## config.mk

```make
export PLATFORM = sky130hd
export DESIGN_NAME = dual_issue_stage
export DESIGN_NICKNAME = d
export VERILOG_FILES = /design/src/rtl/dual_issue_pkg.sv /design/src/rtl/dual_issue_sb.sv /design/src/rtl/dual_issue_pair.sv /design/src/rtl/dual_issue_stage.sv
export SDC_FILE = /design/constraint.sdc
export NUM_CORES = 2
export LEC_CHECK = 0
export BUFFER_PORTS_ARGS = -buffer_cell sky130_fd_sc_hd__buf_2
export CORE_ASPECT_RATIO = 1.5
export CORE_MARGIN = 1.5
export CORE_UTILIZATION = 38
export DETAILED_ROUTE_END_ITERATION = 8
export GPL_TIMING_DRIVEN = 0
export PLACE_DENSITY_LB_ADDON = 0.05
export SYNTH_ARGS = -nofsm -noshare
export SYNTH_HDL_FRONTEND = slang
export SYNTH_HIERARCHICAL = 1
export SYNTH_SLANG_ARGS = --single-unit
```

## constraint.sdc

```tcl
create_clock -name clk -period 23.6 [get_ports clk]
set_input_delay 1.18 -clock clk [delete_from_list [all_inputs] [get_ports clk]]
set_output_delay 1.18 -clock clk [all_outputs]
set_load 0.03 [all_outputs]
```

## src/rtl/dual_issue_pkg.sv

```systemverilog
package dual_issue_pkg;

    localparam int NREG   = 128;
    localparam int REG_W  = $clog2(NREG);
    localparam int NSRC   = 3;
    localparam int ADDR_W = 16;
    localparam int CNT_W  = 3;

    typedef enum logic [2:0] {
        U_ALU   = 3'd0,
        U_BYTE  = 3'd1,
        U_SHE   = 3'd2,
        U_FP    = 3'd3,
        U_MAC   = 3'd4,
        U_PERM  = 3'd5,
        U_LDST  = 3'd6,
        U_CHAN  = 3'd7
    } unit_e;

    typedef enum logic {
        PIPE_EVEN = 1'b0,
        PIPE_ODD  = 1'b1
    } pipe_e;

    typedef struct packed {
        logic                        vld;
        logic [ADDR_W-1:0]           waddr;
        pipe_e                       pipe;
        unit_e                       unit;
        logic [NSRC-1:0]             src_vld;
        logic [NSRC-1:0][REG_W-1:0]  src;
        logic                        dst_vld;
        logic [REG_W-1:0]            dst;
    } slot_t;

    // Cycles a result stays unreadable after the issue cycle (latency - 1).
    function automatic logic [CNT_W-1:0] hold_cycles(unit_e u);
        logic [CNT_W-1:0] h;
        case (u)
            U_ALU:   h = CNT_W'(1);
            U_BYTE:  h = CNT_W'(3);
            U_SHE:   h = CNT_W'(3);
            U_FP:    h = CNT_W'(5);
            U_MAC:   h = CNT_W'(6);
            U_PERM:  h = CNT_W'(3);
            U_LDST:  h = CNT_W'(5);
            default: h = CNT_W'(5);
        endcase
        return h;
    endfunction

endpackage

```

## src/rtl/dual_issue_sb.sv

```systemverilog
module dual_issue_sb
    import dual_issue_pkg::*;
#(
    parameter int N_REGS  = NREG,
    parameter int RW      = REG_W,
    parameter int CW      = CNT_W
) (
    input  logic              clk,
    input  logic              rst,
    input  logic              wr0_en,
    input  logic [RW-1:0]     wr0_reg,
    input  logic [CW-1:0]     wr0_hold,
    input  logic              wr1_en,
    input  logic [RW-1:0]     wr1_reg,
    input  logic [CW-1:0]     wr1_hold,
    output logic [N_REGS-1:0] busy
);

    for (genvar r = 0; r < N_REGS; r++) begin : g_reg
        logic [CW-1:0] cnt_q;
        logic [CW-1:0] cnt_d;

        always_comb begin
            cnt_d = (cnt_q != '0) ? cnt_q - CW'(1) : '0;
            if (wr0_en && wr0_reg == RW'(r) && wr0_hold > cnt_d)
                cnt_d = wr0_hold;
            if (wr1_en && wr1_reg == RW'(r) && wr1_hold > cnt_d)
                cnt_d = wr1_hold;
        end

        always_ff @(posedge clk) begin
            if (rst) cnt_q <= '0;
            else     cnt_q <= cnt_d;
        end

        assign busy[r] = (cnt_q != '0);
    end

endmodule

```

## src/rtl/dual_issue_pair.sv

```systemverilog
module dual_issue_pair
    import dual_issue_pkg::*;
(
    input  logic            rst,
    input  slot_t           older,
    input  slot_t           younger,
    input  logic [NREG-1:0] busy,
    input  logic            even_rdy,
    input  logic            odd_rdy,
    output logic            go_old,
    output logic            go_young
);

    function automatic logic src_waits(slot_t s, logic [NREG-1:0] bz);
        logic w;
        w = 1'b0;
        for (int k = 0; k < NSRC; k++)
            if (s.src_vld[k] && bz[s.src[k]]) w = 1'b1;
        return w;
    endfunction

    function automatic logic reads_reg(slot_t s, logic [REG_W-1:0] r);
        logic hit;
        hit = 1'b0;
        for (int k = 0; k < NSRC; k++)
            if (s.src_vld[k] && s.src[k] == r) hit = 1'b1;
        return hit;
    endfunction

    logic old_pipe_rdy;
    logic slots_fit;
    logic linked;

    always_comb begin
        old_pipe_rdy = (older.pipe == PIPE_ODD) ? odd_rdy : even_rdy;
        slots_fit    = (older.pipe == PIPE_EVEN) && !older.waddr[0]
                    && (younger.pipe == PIPE_ODD) && younger.waddr[0];
        linked       = older.dst_vld && reads_reg(younger, older.dst);

        go_old   = !rst && older.vld && old_pipe_rdy && !src_waits(older, busy);
        go_young = go_old && younger.vld && slots_fit && !linked
                && odd_rdy && !src_waits(younger, busy);
    end

endmodule

```

## src/rtl/dual_issue_stage.sv

```systemverilog
module dual_issue_stage
    import dual_issue_pkg::*;
#(
    parameter int ADDR_BITS = ADDR_W,
    parameter int SRC_N     = NSRC,
    parameter int RBITS     = REG_W
) (
    input  logic                   clk,
    input  logic                   rst,
    input  logic                   s0_vld,
    input  logic [ADDR_BITS-1:0]   s0_waddr,
    input  logic                   s0_pipe,
    input  logic [2:0]             s0_unit,
    input  logic [SRC_N-1:0]       s0_src_vld,
    input  logic [SRC_N*RBITS-1:0] s0_srcs,
    input  logic                   s0_dst_vld,
    input  logic [RBITS-1:0]       s0_dst,
    input  logic                   s1_vld,
    input  logic [ADDR_BITS-1:0]   s1_waddr,
    input  logic                   s1_pipe,
    input  logic [2:0]             s1_unit,
    input  logic [SRC_N-1:0]       s1_src_vld,
    input  logic [SRC_N*RBITS-1:0] s1_srcs,
    input  logic                   s1_dst_vld,
    input  logic [RBITS-1:0]       s1_dst,
    input  logic                   even_rdy,
    input  logic                   odd_rdy,
    output logic                   even_vld,
    output logic [ADDR_BITS-1:0]   even_waddr,
    output logic [2:0]             even_unit,
    output logic                   even_dst_vld,
    output logic [RBITS-1:0]       even_dst,
    output logic                   odd_vld,
    output logic [ADDR_BITS-1:0]   odd_waddr,
    output logic [2:0]             odd_unit,
    output logic                   odd_dst_vld,
    output logic [RBITS-1:0]       odd_dst,
    output logic [1:0]             take_cnt
);

    slot_t           sl_old, sl_young;
    logic [NREG-1:0] sb_busy;
    logic            go_old, go_young;
    slot_t           odd_pick;

    always_comb begin
        sl_old.vld       = s0_vld;
        sl_old.waddr     = ADDR_W'(s0_waddr);
        sl_old.pipe      = pipe_e'(s0_pipe);
        sl_old.unit      = unit_e'(s0_unit);
        sl_old.src_vld   = s0_src_vld;
        sl_old.src       = s0_srcs;
        sl_old.dst_vld   = s0_dst_vld;
        sl_old.dst       = s0_dst;
        sl_young.vld     = s1_vld;
        sl_young.waddr   = ADDR_W'(s1_waddr);
        sl_young.pipe    = pipe_e'(s1_pipe);
        sl_young.unit    = unit_e'(s1_unit);
        sl_young.src_vld = s1_src_vld;
        sl_young.src     = s1_srcs;
        sl_young.dst_vld = s1_dst_vld;
        sl_young.dst     = s1_dst;
    end

    dual_issue_pair u_pair (
        .rst      (rst),
        .older    (sl_old),
        .younger  (sl_young),
        .busy     (sb_busy),
        .even_rdy (even_rdy),
        .odd_rdy  (odd_rdy),
        .go_old   (go_old),
        .go_young (go_young)
    );

    dual_issue_sb u_sb (
        .clk      (clk),
        .rst      (rst),
        .wr0_en   (go_old && sl_old.dst_vld),
        .wr0_reg  (sl_old.dst),
        .wr0_hold (hold_cycles(sl_old.unit)),
        .wr1_en   (go_young && sl_young.dst_vld),
        .wr1_reg  (sl_young.dst),
        .wr1_hold (hold_cycles(sl_young.unit)),
        .busy     (sb_busy)
    );

    always_comb begin
        odd_pick     = go_young ? sl_young : sl_old;
        even_vld     = go_old && (sl_old.pipe == PIPE_EVEN);
        even_waddr   = ADDR_BITS'(sl_old.waddr);
        even_unit    = sl_old.unit;
        even_dst_vld = sl_old.dst_vld;
        even_dst     = sl_old.dst;
        odd_vld      = go_young || (go_old && sl_old.pipe == PIPE_ODD);
        odd_waddr    = ADDR_BITS'(odd_pick.waddr);
        odd_unit     = odd_pick.unit;
        odd_dst_vld  = odd_pick.dst_vld;
        odd_dst      = odd_pick.dst;
        take_cnt     = {1'b0, go_old} + {1'b0, go_young};
    end

endmodule

```

==> flow_metrics.py <==
metrics = {
    "logic_synthesis": {
        "muxShareOfSynthArea_pct": 18.5,
        "async_flop_share_pct": 0,
        "synth_cells": 5266,
        "ys_seq_elements": 384,
        "synth.cell_area_um2": 46300,
        "synth_top_family_by_area": "compound AO/OA/AOI/OAI gates",
        "synthAdderAreaFrac_pct": 20.8,
        "synth_compound_area_share_pct": 23.5,
        "synth-seq-area-share_pct": 16.6,
        "synth_fp_nets": 6145,
        "synth_top_flop_cell": "dfxtp_1",
        "synth_xor_area_share_pct": 0.435,
        "syn_avg_cell_area_um2": 8.80,
        "synth.distinct_cells": 79,
        "yosysWarnings": 6,
        "synth_simple_gate_area_share_pct": 15.9,
        "synth_edf_count": 0,
    },
    "timing": {
        "tightest_slew_ns": 1.56,
        "finalClockSkew_ns": 0.0242,
        "finalSetupViolCount": 0,
        "layout_min_cycle_time_ns": 9.06,
        "rsz0062_at_grt": "no",
        "setup_tns_ns": 0,
        "fmax_ghz": 0.110,
        "slew_viol_final": 13,
        "relSlewSlack_pct": -3.90,
        "holdWs_ns": 0.688,
        "finalHoldViolCount": 0,
        "fin_crit_sh_pct": 38.4,
    },
    "grt": {
        "grt_max_degree": 79,
        "grt_pass1_wl_um": 324000,
        "track_usage_pct": 36.8,
        "antenna_found_initial": 48,
        "grt.overflow.total": 0,
        "grt_pass1_vias": 44400,
    },
    "clock_network": {
        "numCtsBuffers": 49,
        "cts.sinks": 384,
        "cts_buffer_depth": 3,
        "clk_pin_slew_ns": 0.06,
        "cts_setup_buffers": 0,
        "cts_max_level": 2,
        "cts_tree": "built",
        "cts-resized-gates": 0,
        "clock_latency_ns": 0.66,
        "cts_hold_buf": 0,
        "clock-root-buffer": "clkbuf_16",
    },
    "power": {
        "ir_drop_mv": 0.0607,
        "switchingPower_uw": 719,
        "p_seq_share_pct": 31.7,
        "combPwrFrac_pct": 27.4,
        "p_leak_nw": 22.9,
        "switching_share_pct": 35.1,
        "p_int_mw": 1.33,
        "p_per_area_nw_per_um2": 39.2,
        "power_mw": 2.05,
        "clkPwrFrac_pct": 41.0,
    },
    "finish": {
        "syn_to_final_growth_pct": 12.8,
        "largest_reg_flops": 384,
        "final_nets": 6415,
        "n_fill_cell": 12000,
        "top_regs": "u_sb/g.cnt_q (384)",
        "largest-register": "u_sb/g.cnt_q",
        "drive_gt1_share_pct": 16.1,
        "layout.cells.non_filler": 7179,
    },
    "setup_path": {
        "cp.required_ns": 24.18,
        "ff2ff_setup_slack_ns": 15.07,
        "cp_cell_sequence": "buf_2 -> buf_1 -> mux4_2 -> mux2i_1 -> o21ai_1 -> a2111oi_0 -> a211oi_1 -> a2111oi_4 -> and2_1 -> clkbuf_1 -> nor4bb_1 -> buf_2 -> nand3_1 -> a21oi_1 -> mux2_2 -> ha_1 -> nor2b_1 -> o21a_1 -> o211ai_1 -> o21ai_0 -> a21oi_1",
        "critical-path-slowest-cell": "a2111oi_0",
        "worstPathBufferInverterCount": 4,
        "r2r-start": "u_sb/g_reg[73].cnt_q[2]",
        "arrival_ns": 9.64,
        "cpPeakStageDelay_ns": 1.30,
        "r2r.worst_path.cells": 20,
        "crit_type": "input port to flop",
        "critPathCaptureType": "flop",
        "critical_path.startpoint_type": "input port",
        "r2r_end": "u_sb/g_reg[36].cnt_q[0]",
        "cp_top_family": "compound AO/OA/AOI/OAI gates",
        "crit_fanout": 10,
    },
    "worst_hold_path": {
        "holdPathStages": 3,
        "hp-class": "flop to flop",
        "hold_end": "u_sb/g_reg[123].cnt_q[2]",
        "min_from": "u_sb/g_reg[123].cnt_q[2]",
    },
    "die": {
        "dieWidth_um": 288,
        "die_area_um2": 124000,
        "start_util_pct": 38.4,
        "rows": 156,
        "die_h_um": 431,
        "core_um2": 121000,
        "pin_count": 168,
    },
    "route": {
        "vias": 47100,
        "dr.pass1.iters": 8,
        "vias_per_cell": 6.56,
        "wirelength_um": 236000,
        "route.antenna.remaining_nets": 0,
        "drt-wirelength-per-cell_um": 32.8,
        "drc": 0,
        "initialDrtViolationCount": 4532,
    },
    "placed_design": {
        "post-dp-hpwl_um": 173000,
        "place_congestion": 1.04,
        "dp.cells": 7065,
        "portBuffers": 150,
    },
    "outcome": {
        "violations": "max-capacitance violations, max-slew violations",
        "status": "finished, violations left",
    },
    "job": {
        "max_cap_violations": 4,
    },
}
==> final cells by class <==
| type | instances | area, um^2 | area share, % |
|---|---|---|---|
| tap | 1580 | 1980 | 3.78 |
| clock inverter | 18 | 246 | 0.471 |
| timing repair buffer | 219 | 1950 | 3.72 |
| sequential | 384 | 7690 | 14.7 |
| inverter | 219 | 830 | 1.59 |
| antenna | 26 | 65.1 | 0.124 |
| buffer | 266 | 1240 | 2.37 |
| multi-input combinational | 4397 | 36800 | 70.4 |
| clock buffer | 70 | 1460 | 2.79 |
==> metal layers <==
layer  global-route usage [%]  wire length [um]  share of wire (%)  up-vias
met1                     43.3             89900                 38    23100
li1                         -                 -                  -    20900
met4                     26.0             19100                8.1       30
met5                    0.992               408               0.17        -
met3                     8.63             21500                9.1      645
met2                     58.6            105000                 44     2345
==> kinds of logic (layout without fill, tap and decap cells) <==
family          after synthesis  count (layout)
other cells                   0              26
compound gates             1722            1722
fa+ha+maj                   769             769
xor+xnor                     23              23
buf+inv                     485             792
flops                       384             384
mux                         636             636
simple gates               1247            1247
==> placed cells by master (no fill, tap or decap), types with 131 or more instances in the layout <==
cell type	Yosys	routed
a31oi_1	161	161
nand2_1	132	132
o21ai_0	413	413
nor3b_1	135	134
inv_1	217	216
or3_1	131	131
dfxtp_1	384	384
nor2b_1	404	404
a21oi_1	449	449
ha_1	769	769
mux2i_1	262	262
mux2_2	213	211
o21a_1	222	222
buf_2	37	195
mux4_2	152	152
clkbuf_1	170	148
nand3_1	182	182
==> power groups by stage <==
| stage | clock network [mW] | registers, mW | logic [mW] |
|---|---|---|---|
| after global routing | 0.876 | 0.648 | 0.599 |
| after CTS | 0.854 | 0.649 | 0.548 |
| after detailed placement | 0 | 0.663 | 0.546 |
| final | 0.840 | 0.649 | 0.561 |
| after floorplan | 0 | 0.663 | 0.313 |
| after global placement | 0 | 0.663 | 0.516 |
==> per-stage QoR <==
step                      setup slack (ns)  cell area, um^2  util, %
after floorplan                      13.18            46300        -
after global placement              -0.423            49100     40.6
after detailed placement             14.39            50500     41.8
after CTS                            15.08            52200     43.2
after global routing                 14.84            52200     43.2
final                                14.54            52300     43.3
==> worst register-to-register path: cells and delay by family (launching register included) <==
family / cells / cell delay [ns]
DFF: 1 / 0.32
and+or+nand+nor: 6 / 2.24
AOI/OAI and AO/OA: 9 / 3.73
muxes: 2 / 0.98
adders and majority gates: 1 / 0.29
buffers and inverters: 2 / 0.93
==> Yosys cell counts (24+ instances only) <==
cell,number,area share [%]
or3_1,131,1.8
o211ai_1,126,2.0
ha_1,769,21
o21ai_0,413,4.5
dfxtp_1,384,17
inv_1,217,1.8
nor3b_1,135,2.2
a31oi_1,161,2.2
o21a_1,222,3.6
mux2i_1,262,5.7
buf_1,24,0.19
nor2b_1,404,5.5
a22oi_1,31,0.50
buf_4,31,0.50
nand2_1,132,1.1
a31o_2,65,1.2
buf_2,37,0.40
nor2_1,116,0.94
o2111ai_1,65,1.2
o22ai_1,56,0.76
clkbuf_1,170,1.4
mux4_2,152,7.4
mux2_2,213,5.2
nand3_1,182,2.0
a21oi_1,449,4.8
==> how the worst max path moves through the flow <==
stage | from | slack, ns | endpoint | cells past startpoint
4_1_cts | s0_srcs[15] | 15.08 | u_sb/g_reg[36].cnt_q[0] | 21
6_report | s0_srcs[15] | 14.54 | u_sb/g_reg[36].cnt_q[0] | 21
3_5_place_dp | s0_srcs[15] | 14.39 | u_sb/g_reg[36].cnt_q[1] | 21
2_1_floorplan | s0_unit[2] | 13.18 | u_sb/g_reg[80].cnt_q[1] | 14
3_3_place_gp | s1_unit[0] | -0.42 | u_sb/g_reg[43].cnt_q[1] | 7
5_1_grt | s0_srcs[15] | 14.84 | u_sb/g_reg[43].cnt_q[0] | 21
Note: power is estimated with default switching activity, not from simulation.
